[config.mk]
export PLATFORM = sky130hd
export DESIGN_NAME = cq_wr_streamer
export DESIGN_NICKNAME = d
export VERILOG_FILES = /design/src/rtl/cqws_pkg.sv /design/src/rtl/cqws_ctrl.sv /design/src/rtl/cqws_beat_buf.sv /design/src/rtl/cq_wr_streamer.sv
export SDC_FILE = /design/constraint.sdc
export NUM_CORES = 1
export LEC_CHECK = 0
export BUFFER_PORTS_ARGS = -buffer_cell sky130_fd_sc_hd__buf_4
export CAP_MARGIN = 15
export CORE_AREA = 2 2 278 280
export DETAILED_ROUTE_END_ITERATION = 8
export DIE_AREA = 0 0 280 282
export GPL_ROUTABILITY_DRIVEN = 0
export PLACE_DENSITY = 0.62
export SYNTH_ARGS = -nofsm -noshare
export SYNTH_HDL_FRONTEND = slang
export SYNTH_HIERARCHICAL = 1
export SYNTH_SLANG_ARGS = --single-unit
[constraint.sdc]
create_clock -name clk -period 3.9 [get_ports clk]
set_clock_uncertainty 0.2 [all_clocks]
set_input_delay 0.585 -clock clk [delete_from_list [all_inputs] [get_ports clk]]
set_output_delay 0.585 -clock clk [all_outputs]
set_load 0.02 [all_outputs]
[src/rtl/cqws_pkg.sv]
package cqws_pkg;
  localparam int DESC_DW = 4;
  localparam int ADDR_W  = 62;
  localparam int CNT_W   = 11;

  typedef enum logic [1:0] {ST_IDLE, ST_FILL, ST_SEND} cqws_state_e;

  // lane index of the first payload Dword inside the first beat
  function automatic int unsigned first_lane(logic aligned, logic [1:0] addr_lo);
    return DESC_DW + (aligned ? int'(addr_lo) : 0);
  endfunction

  // byte enables of one payload Dword
  function automatic logic [3:0] dword_be(logic zero_len, logic is_first, logic is_last,
                                          logic [3:0] fbe, logic [3:0] lbe);
    if (zero_len)      return 4'h0;
    else if (is_first) return fbe;
    else if (is_last)  return lbe;
    else               return 4'hF;
  endfunction

  // simplified 128-bit descriptor
  function automatic logic [127:0] desc_pack(logic [ADDR_W-1:0] addr, logic [CNT_W-1:0] cnt);
    logic [127:0] d;
    d = '0;
    d[63:2]  = addr;
    d[74:64] = cnt;
    return d;
  endfunction
endpackage

[src/rtl/cqws_ctrl.sv]
module cqws_ctrl
  import cqws_pkg::*;
#(
  parameter int LANES  = 16,
  localparam int LANE_W = $clog2(LANES)
) (
  input  logic              clk,
  input  logic              rst_n,
  input  logic              req_valid,
  output logic              req_ready,
  input  logic [1:0]        req_addr_lo,
  input  logic [CNT_W-1:0]  req_dwords,
  input  logic [3:0]        req_first_be,
  input  logic [3:0]        req_last_be,
  input  logic              req_aligned,
  input  logic              pl_valid,
  output logic              pl_ready,
  input  logic [31:0]       pl_data,
  input  logic              m_ready,
  output logic              out_valid,
  output logic              out_last,
  output logic              out_sop,
  output logic [3:0]        out_first_be,
  output logic [3:0]        out_last_be,
  output logic              load_desc,
  output logic [LANE_W-1:0] start_lane,
  output logic              wr_en,
  output logic [LANE_W-1:0] wr_lane,
  output logic [31:0]       wr_data,
  output logic [3:0]        wr_be,
  output logic              buf_clr
);
  cqws_state_e       st;
  logic [CNT_W-1:0]  rem;
  logic [LANE_W-1:0] lane;
  logic              zero_q, one_q, first_q, last_q, sop_q;
  logic [3:0]        fbe_q, lbe_q;
  logic              acc, beat_full, final_dw, out_fire;

  assign req_ready  = (st == ST_IDLE);
  assign acc        = req_valid & req_ready;
  assign load_desc  = acc;
  assign start_lane = LANE_W'(first_lane(req_aligned, req_addr_lo));

  assign pl_ready  = (st == ST_FILL) && !zero_q;
  assign wr_en     = (st == ST_FILL) && (zero_q || pl_valid);
  assign wr_lane   = lane;
  assign wr_data   = zero_q ? 32'h0 : pl_data;
  assign final_dw  = (rem == CNT_W'(1));
  assign beat_full = (lane == LANE_W'(LANES - 1));
  assign wr_be     = dword_be(zero_q, first_q, final_dw, fbe_q, lbe_q);

  assign out_valid    = (st == ST_SEND);
  assign out_fire     = out_valid & m_ready;
  assign buf_clr      = out_fire;
  assign out_last     = out_valid & last_q;
  assign out_sop      = out_valid & sop_q;
  assign out_first_be = out_sop ? fbe_q : 4'h0;
  assign out_last_be  = (out_sop && !one_q) ? lbe_q : 4'h0;

  always_ff @(posedge clk) begin
    if (!rst_n) begin
      st      <= ST_IDLE;
      rem     <= '0;
      lane    <= '0;
      zero_q  <= 1'b0;
      one_q   <= 1'b0;
      first_q <= 1'b0;
      last_q  <= 1'b0;
      sop_q   <= 1'b0;
      fbe_q   <= 4'h0;
      lbe_q   <= 4'h0;
    end else begin
      case (st)
        ST_IDLE: if (acc) begin
          st      <= ST_FILL;
          lane    <= start_lane;
          rem     <= (req_dwords == '0) ? CNT_W'(1) : req_dwords;
          zero_q  <= (req_dwords == '0);
          one_q   <= (req_dwords <= CNT_W'(1));
          first_q <= 1'b1;
          sop_q   <= 1'b1;
          last_q  <= 1'b0;
          fbe_q   <= req_first_be;
          lbe_q   <= req_last_be;
        end
        ST_FILL: if (wr_en) begin
          lane    <= beat_full ? '0 : lane + LANE_W'(1);
          rem     <= rem - CNT_W'(1);
          first_q <= 1'b0;
          if (final_dw || beat_full) begin
            st     <= ST_SEND;
            last_q <= final_dw;
          end
        end
        ST_SEND: if (out_fire) begin
          sop_q <= 1'b0;
          st    <= last_q ? ST_IDLE : ST_FILL;
        end
        default: st <= ST_IDLE;
      endcase
    end
  end

  // a beat that is not final must keep the request port closed
  assert_req_blocked_R11: assert property (@(posedge clk) disable iff (!rst_n)
    (out_fire && !out_last) |=> !req_ready);
  // a zero-length write never asks for payload
  assert_zero_no_payload_R7: assert property (@(posedge clk) disable iff (!rst_n)
    (acc && req_dwords == '0) |=> !pl_ready);
endmodule

[src/rtl/cqws_beat_buf.sv]
module cqws_beat_buf
  import cqws_pkg::*;
#(
  parameter int LANES  = 16,
  localparam int LANE_W = $clog2(LANES)
) (
  input  logic              clk,
  input  logic              rst_n,
  input  logic              load_desc,
  input  logic [LANE_W-1:0] start_lane,
  input  logic [127:0]      desc,
  input  logic              wr_en,
  input  logic [LANE_W-1:0] wr_lane,
  input  logic [31:0]       wr_data,
  input  logic [3:0]        wr_be,
  input  logic              buf_clr,
  output logic [LANES*32-1:0] data_o,
  output logic [LANES-1:0]    keep_o,
  output logic [LANES*4-1:0]  be_o
);
  for (genvar g = 0; g < LANES; g++) begin : g_lane
    logic [31:0] d_q;
    logic        k_q;
    logic [3:0]  b_q;

    if (g < DESC_DW) begin : g_desc
      always_ff @(posedge clk) begin
        if (!rst_n || buf_clr) begin
          d_q <= '0; k_q <= 1'b0; b_q <= '0;
        end else if (load_desc) begin
          d_q <= desc[g*32 +: 32]; k_q <= 1'b1; b_q <= '0;
        end else if (wr_en && wr_lane == LANE_W'(g)) begin
          d_q <= wr_data; k_q <= 1'b1; b_q <= wr_be;
        end
      end
    end else begin : g_body
      always_ff @(posedge clk) begin
        if (!rst_n || buf_clr) begin
          d_q <= '0; k_q <= 1'b0; b_q <= '0;
        end else if (load_desc) begin
          d_q <= '0; k_q <= (LANE_W'(g) < start_lane); b_q <= '0;
        end else if (wr_en && wr_lane == LANE_W'(g)) begin
          d_q <= wr_data; k_q <= 1'b1; b_q <= wr_be;
        end
      end
    end

    assign data_o[g*32 +: 32] = d_q;
    assign keep_o[g]          = k_q;
    assign be_o[g*4 +: 4]     = b_q;

    // an enabled byte must lie in a kept lane
    assert_be_in_keep_R6: assert property (@(posedge clk) disable iff (!rst_n)
      (b_q != 4'h0) |-> k_q);
  end
endmodule

[src/rtl/cq_wr_streamer.sv]
module cq_wr_streamer
  import cqws_pkg::*;
#(
  parameter int LANES  = 16,
  localparam int LANE_W = $clog2(LANES),
  localparam int DATA_W = LANES * 32
) (
  input  logic              clk,
  input  logic              rst_n,
  input  logic              req_valid,
  output logic              req_ready,
  input  logic [ADDR_W-1:0] req_addr,
  input  logic [CNT_W-1:0]  req_dwords,
  input  logic [3:0]        req_first_be,
  input  logic [3:0]        req_last_be,
  input  logic              req_aligned,
  input  logic              pl_valid,
  output logic              pl_ready,
  input  logic [31:0]       pl_data,
  output logic              m_valid,
  input  logic              m_ready,
  output logic [DATA_W-1:0] m_data,
  output logic [LANES-1:0]  m_keep,
  output logic [LANES*4-1:0] m_be,
  output logic              m_sop,
  output logic [3:0]        m_first_be,
  output logic [3:0]        m_last_be,
  output logic              m_last
);
  logic              load_desc, wr_en, buf_clr;
  logic [LANE_W-1:0] start_lane, wr_lane;
  logic [31:0]       wr_data;
  logic [3:0]        wr_be;
  logic [127:0]      desc;

  assign desc = desc_pack(req_addr, (req_dwords == '0) ? CNT_W'(1) : req_dwords);

  cqws_ctrl #(.LANES(LANES)) u_ctrl (
    .clk(clk), .rst_n(rst_n),
    .req_valid(req_valid), .req_ready(req_ready),
    .req_addr_lo(req_addr[1:0]), .req_dwords(req_dwords),
    .req_first_be(req_first_be), .req_last_be(req_last_be),
    .req_aligned(req_aligned),
    .pl_valid(pl_valid), .pl_ready(pl_ready), .pl_data(pl_data),
    .m_ready(m_ready), .out_valid(m_valid), .out_last(m_last),
    .out_sop(m_sop), .out_first_be(m_first_be), .out_last_be(m_last_be),
    .load_desc(load_desc), .start_lane(start_lane),
    .wr_en(wr_en), .wr_lane(wr_lane), .wr_data(wr_data), .wr_be(wr_be),
    .buf_clr(buf_clr)
  );

  cqws_beat_buf #(.LANES(LANES)) u_buf (
    .clk(clk), .rst_n(rst_n),
    .load_desc(load_desc), .start_lane(start_lane), .desc(desc),
    .wr_en(wr_en), .wr_lane(wr_lane), .wr_data(wr_data), .wr_be(wr_be),
    .buf_clr(buf_clr),
    .data_o(m_data), .keep_o(m_keep), .be_o(m_be)
  );

  assert_hold_R2: assert property (@(posedge clk) disable iff (!rst_n)
    (m_valid && !m_ready) |=> (m_valid && $stable(m_data) && $stable(m_keep)));
  assert_mid_keep_full_R3: assert property (@(posedge clk) disable iff (!rst_n)
    (m_valid && !m_last) |-> (&m_keep));
  assert_keep_contig_R3: assert property (@(posedge clk) disable iff (!rst_n)
    m_valid |-> ((m_keep & (m_keep + LANES'(1))) == '0));
  assert_sop_desc_R1: assert property (@(posedge clk) disable iff (!rst_n)
    m_sop |-> (m_keep[DESC_DW-1:0] == '1 && m_be[DESC_DW*4-1:0] == '0));
  assert_side_first_R5: assert property (@(posedge clk) disable iff (!rst_n)
    !m_sop |-> (m_first_be == 4'h0 && m_last_be == 4'h0));
endmodule

==> impl_metrics.tcl, run 1 <==
set metrics [dict create \
    cts_hold_buf 18 \
    overflow 0 \
    dr.pass1.iters 6 \
    clockBufferDepth 3 \
    chipWidth_um 280 \
    criticalPathCategory "flop to flop" \
    hold_class "input pin to flop" \
    rows 101 \
    timing.final.max_slew_violations 0 \
    finalHoldWorstSlack_ps 36.5 \
    clk_latency_ps 630 \
    placed_cell_area_sq_um 32800 \
    final_cell_mix "buf_4 (807), dfxtp_1 (621), o21ai_0 (522)" \
    layout.nets 3866 \
    drtIter0Drc 3286 \
    avgRoutedWirePerCell_um 27.2 \
    ir_drop_mv 0.330 \
    post_cts_buffers 0 \
    grt_pass1_vias 26200 \
    tightest_slew_ps 1090 \
    io_buffers 723 \
    fill_cells 7355 \
    drc 0 \
    grt_max_degree 147 \
    clkSlewWorstSetupHoldPaths_ps 60 \
    cts_tree "built" \
    track_usage 0.313 \
    synthCells 3238 \
    start_kind "flop" \
    drive_above_1_share 0.285 \
    final_area_sq_um 35300 \
    finalHoldViolCount 0 \
    yosysWarnings 6 \
    required_ps 4180 \
    synthFlopType "dfxtp_1" \
    htree_levels 3 \
    fp.coreArea_sq_um 75700 \
    max_freq_mhz 329 \
    outcome "finished clean" \
    p_comb_frac 0.166 \
    synth_area_leaders "dfxtp_1 (47%), o21ai_0 (9.9%), a21oi_1 (9.1%), nand3_1 (8.6%), clkbuf_1 (4.7%)" \
    relSlewSlack 0.274 \
    synth.yosys.seq_area_share 0.471 \
    yosysUniqueCellTypes 60 \
    viasPerCell 5.89 \
    endpoint_kind "flop" \
    dp_hpwl_mm 83.3 \
    synth-edff-count 0 \
    crit_fanout 25 \
    synth_area_sq_um 26500 \
    maxCapViolCount 0 \
    ant_nets 0 \
    finalSetupViolCount 0 \
    die_h_um 282 \
    yosysTopAreaCellShare 0.471 \
    cts-resized-gates 0 \
    synthArstFlopShare 0 \
    layout_setup_ws_ps 864 \
    synth_top_cell_by_area "dfxtp_1" \
    swShare 0.307 \
    fin_setup_tns_ps 0 \
    via_count 28200 \
    leakagePower_nw 13.3 \
    clockRootBuffer "clkbuf_16" \
    rsz0062_at_grt "no" \
    fin_util 0.467 \
    synth_area_per_cell_sq_um 8.17 \
    p_clk_frac 0.423 \
    final_common_cell "buf_4" \
    pre_cts_ws_ps 848 \
    cts_buffers 70 \
    p_int_mw 11.3 \
    cp.arrival_ps 3320 \
    fin_crit_sh 0.779 \
    wl_mm 130 \
    antenna_found_initial 6 \
    fin_crit_ps 3040 \
    fp.dieArea_sq_um 79000 \
    start_util 0.350 \
    syn_to_final_growth_pct 33.5 \
    power_switching_mw 5.01 \
    grt_pass1_wl_mm 184 \
    power_density_nw_per_um2 462 \
    io_pins 724 \
    ys_ff_latch 622 \
    seqPwrFrac 0.411 \
    cts_sinks 622 \
]
-- cells by family (layout without fill, tap and decap cells) --
group | count (synthesis) | in the layout | synth area share
flops | 622 | 622 | 0.471
simple gates | 658 | 658 | 0.128
fa+ha+maj | 3 | 3 | 0.00142
xor+xnor | 1 | 1 | 0.000331
buf+inv | 587 | 1093 | 0.0931
other cells | 3 | 59 | 0.000426
compound gates | 1364 | 1364 | 0.306
-- routing by layer --
| layer | routed length (um) | track usage | part of all wire |
|---|---|---|---|
| met2 | 58500 | 0.482 | 0.45 |
| met3 | 13500 | 0.0877 | 0.10 |
| met5 | 0 | 0 | 0 |
| met4 | 7120 | 0.166 | 0.055 |
| met1 | 51000 | 0.397 | 0.39 |
-- registers in the layout, indices dropped and copies added (netlist names) --
register,count
u_buf/g_lane.b_q,64
u_buf/g_lane.d_q,512
u_buf/g_lane.k_q,16
u_ctrl/fbe_q,4
u_ctrl/first_q,1
u_ctrl/last_q,1
u_ctrl/lbe_q,4
u_ctrl/one_q,1
u_ctrl/rem,11
u_ctrl/sop_q,1
u_ctrl/st,2
u_ctrl/wr_lane,4
u_ctrl/zero_q,1
-- cells in the mapped netlist, types with 12 or more instances --
| library cell | n |
|---|---|
| dfxtp_1 | 622 |
| o21ai_0 | 522 |
| a21oi_1 | 479 |
| nand3_1 | 455 |
| clkbuf_1 | 328 |
| a31oi_1 | 131 |
| inv_1 | 118 |
| a221oi_2 | 81 |
| buf_2 | 70 |
| o21ai_1 | 68 |
| nor2b_1 | 58 |
| nand2_1 | 43 |
| buf_1 | 32 |
| buf_4 | 32 |
| a221oi_1 | 31 |
| nor2_1 | 29 |
| a211oi_1 | 24 |
| nor3_1 | 13 |
| and2_1 | 12 |
-- worst max-delay path: stages, from the launching register on --
cell and delay [ps]:
dfxtp_4 700, nor2_1 240, nor2_1 130, buf_4 200, nand3b_1 610, buf_4 480, o21ai_0 200, a21oi_1 90
-- path summary, 6_finish.rpt --
path | startpoint | to | slack, ps | depth (start not counted)
worst min register to register | u_ctrl/fbe_q[3] | u_ctrl/fbe_q[3] | 270 | 2
worst min-delay path | req_addr[0] | u_buf/g_lane[0].d_q[2] | 40 | 3
worst max register to register | u_ctrl/zero_q | u_buf/g_lane[5].d_q[11] | 860 | 7
worst max-delay path | u_ctrl/zero_q | u_buf/g_lane[5].d_q[11] | 860 | 7
-- power groups by stage --
stage | registers (mW) | clock network, mW | logic (mW)
after detailed placement | 6.84 | 0 | 2.66
after CTS | 6.70 | 6.97 | 2.68
after global routing | 6.72 | 7.21 | 2.84
final | 6.71 | 6.90 | 2.71
after global placement | 6.84 | 0 | 2.65
after floorplan | 6.97 | 0 | 1.37
-- layout make-up --
cell class | count | area [sq um] | share of cell area
inverters | 118 | 450 | 0.0127
clock buffers | 102 | 2050 | 0.0581
diodes | 2 | 5.00 | 0.000142
well taps | 978 | 1220 | 0.0346
clock inverters | 24 | 345 | 0.00977
repair buffers | 849 | 6720 | 0.190
flip-flops and latches | 622 | 12500 | 0.353
multi-input cells | 2083 | 12100 | 0.342
-- through the flow --
step                      std cells  total power, mW
after floorplan                3292             8.34
after global placement         4632             9.49
after detailed placement       4632             9.50
after CTS                      4776             16.3
after global routing           4778             16.8
final                          4778             16.3
Note: power is estimated with default switching activity, not from simulation.
==> inputs of run 2 (changes only) <==
Clock period 3.9 ns to 2.8 ns, I/O delays scaled along.
==> impl_metrics.tcl, run 2 (synthesis gave the netlist of run 1 again) <==
set metrics [dict create \
    clkSlewWorstSetupHoldPaths_ps 60 \
    largestRegisters "u_buf/g_lane.d_q: 512 flops, u_buf/g_lane.b_q: 64 flops, u_buf/g_lane.k_q: 16 flops" \
    cp_top_family "buffers and inverters" \
    final_common_cell "buf_4" \
    start_util 0.350 \
    largest_register "u_buf/g_lane.d_q" \
    final_cell_mix "buf_4 (820), dfxtp_1 (621), o21ai_0 (522)" \
    htree_levels 3 \
    dp_hpwl_mm 86.0 \
    wl_mm 132 \
    num_antenna_cells 0 \
    cts_sinks 622 \
    clk_latency_ps 630 \
    syn_to_final_growth_pct 39.3 \
    antenna_found_initial 2 \
    ir_drop_mv 0.435 \
    fin_setup_tns_ps 0 \
    drive_above_1_share 0.291 \
    leakagePower_nw 14.0 \
    cp_num_buf_inv 4 \
    timing.final.max_slew_violations 0 \
    drtIter0Drc 3433 \
    avgRoutedWirePerCell_um 26.9 \
    finalSetupViolCount 0 \
    fp.dieArea_sq_um 79000 \
    die_h_um 282 \
    seqPwrFrac 0.400 \
    dr.pass1.iters 6 \
    track_usage 0.316 \
    clockBufferDepth 3 \
    via_count 28700 \
    multi_input_area_sq_um 12100 \
    cp.arrival_ps 3010 \
    hp-start "pl_data[24]" \
    cts_buffers 71 \
    layout.nets 3979 \
    swShare 0.304 \
    slowest_stage "dlygate4sd3_1" \
    p_clk_frac 0.428 \
    reg2reg_from "u_ctrl/st[0]" \
    io_pins 724 \
    fin_util 0.487 \
    criticalPathCategory "flop to flop" \
    grt_max_degree 107 \
    finalPower_mw 23.4 \
    outcome "finished clean" \
    finalHoldViolCount 0 \
    p_comb_frac 0.172 \
    power_density_nw_per_um2 635 \
    relSlewSlack 0.261 \
    drc 0 \
    overflow 0 \
    chipWidth_um 280 \
    power_switching_mw 7.12 \
    fin_crit_ps 2660 \
    io_buffers 723 \
    required_ps 3150 \
    grt_pass1_vias 26500 \
    p_int_mw 16.3 \
    largest_reg_flops 512 \
    ff_latch_area_sq_um 12500 \
    crit_chain "buf_4, nor2_1, nand2_1, inv_8, buf_12, nand3b_1, dlygate4sd3_1, a21oi_1" \
    viasPerCell 5.86 \
    cts_tree "built" \
    startpoint "u_ctrl/st[0]" \
    maxCapViolCount 0 \
    grt_pass1_wl_mm 186 \
    fin_crit_sh 0.949 \
    hold_class "input pin to flop" \
    start_kind "flop" \
    endpoint_kind "flop" \
    critical-path-max-stage-delay_ps 590 \
    fill_cells 7151 \
    crit_fanout 94 \
    rows 101 \
    max_freq_mhz 376 \
    clockRootBuffer "clkbuf_16" \
    post_cts_buffers 0 \
    fp.coreArea_sq_um 75700 \
    ant_nets 0 \
    tightest_slew_ps 1110 \
    rsz0062_at_grt "no" \
]
-- run 2: cell count changes in the layout (fill, tap and decap cells not counted), sizes merged, moves of 2 or more --
| cell | change |
|---|---|
| buf | +43 |
| bufinv | +3 |
| clkbuf | -6 |
| clkinv | +9 |
| diode | -2 |
| dlygate4sd3 | +69 |
-- run 2: repair_timing --
| action | CTS | global route |
|---|---|---|
| endpoints found under the setup margin | 0 | 4 |
| hold buffers | 87 | 0 |
| resized for setup | 0 | 1 |
| hold endpoints to repair | 96 | 0 |
-- run 2: area by class of cell --
class | instances | area share
well taps | 978 | 0.0332
clock buffers | 96 | 0.0551
clock inverters | 36 | 0.0138
multi-input cells | 2083 | 0.328
repair buffers | 961 | 0.220
flip-flops and latches | 622 | 0.338
inverters | 118 | 0.0122
-- run 2: worst register-to-register path, cell delays in order, from the launching register on --
cell and delay (ps):
dfxtp_1 320, buf_4 170, nor2_1 220, nand2_1 200, inv_8 190, buf_12 410, nand3b_1 150, dlygate4sd3_1 590
a21oi_1 130
-- run 2: stage by stage --
| step | setup slack (ps) | cell area, sq um | hold WS (ps) | instances |
|---|---|---|---|---|
| 5_1_grt | 5.55 | 36900 | 48.4 | 4894 |
| 2_1_floorplan | 240 | 26700 | 237 | 3292 |
| 4_1_cts | 112 | 36900 | 42.9 | 4894 |
| 3_3_place_gp | 256 | 33400 | 253 | 4675 |
| 6_report | 142 | 36900 | 84.1 | 4894 |
| 3_5_place_dp | 184 | 33400 | 257 | 4675 |
-- run 2: path summary, 6_finish.rpt --
path                                    to  slack (ps)  depth (start not counted)
setup / recovery             u_ctrl/zero_q         140                          8
hold / removal    u_buf/g_lane[15].d_q[24]          80                          4
setup reg to reg             u_ctrl/zero_q         140                          8
hold reg to reg               u_ctrl/one_q         270                          2
-- run 2: per-layer routing --
layer | track usage | part of all wire
met4 | 0.170 | 0.058
met2 | 0.489 | 0.45
met5 | 0 | 0
met3 | 0.0754 | 0.099
met1 | 0.406 | 0.39
-- run 2: power by group through the flow --
stage	clock network, mW	registers [mW]	logic, mW
finish	10.0	9.35	4.03
global route	10.5	9.38	4.21
CTS	10.1	9.35	3.96
detailed placement	0	9.54	3.85
global placement	0	9.54	3.85
floorplan	0	9.71	1.90
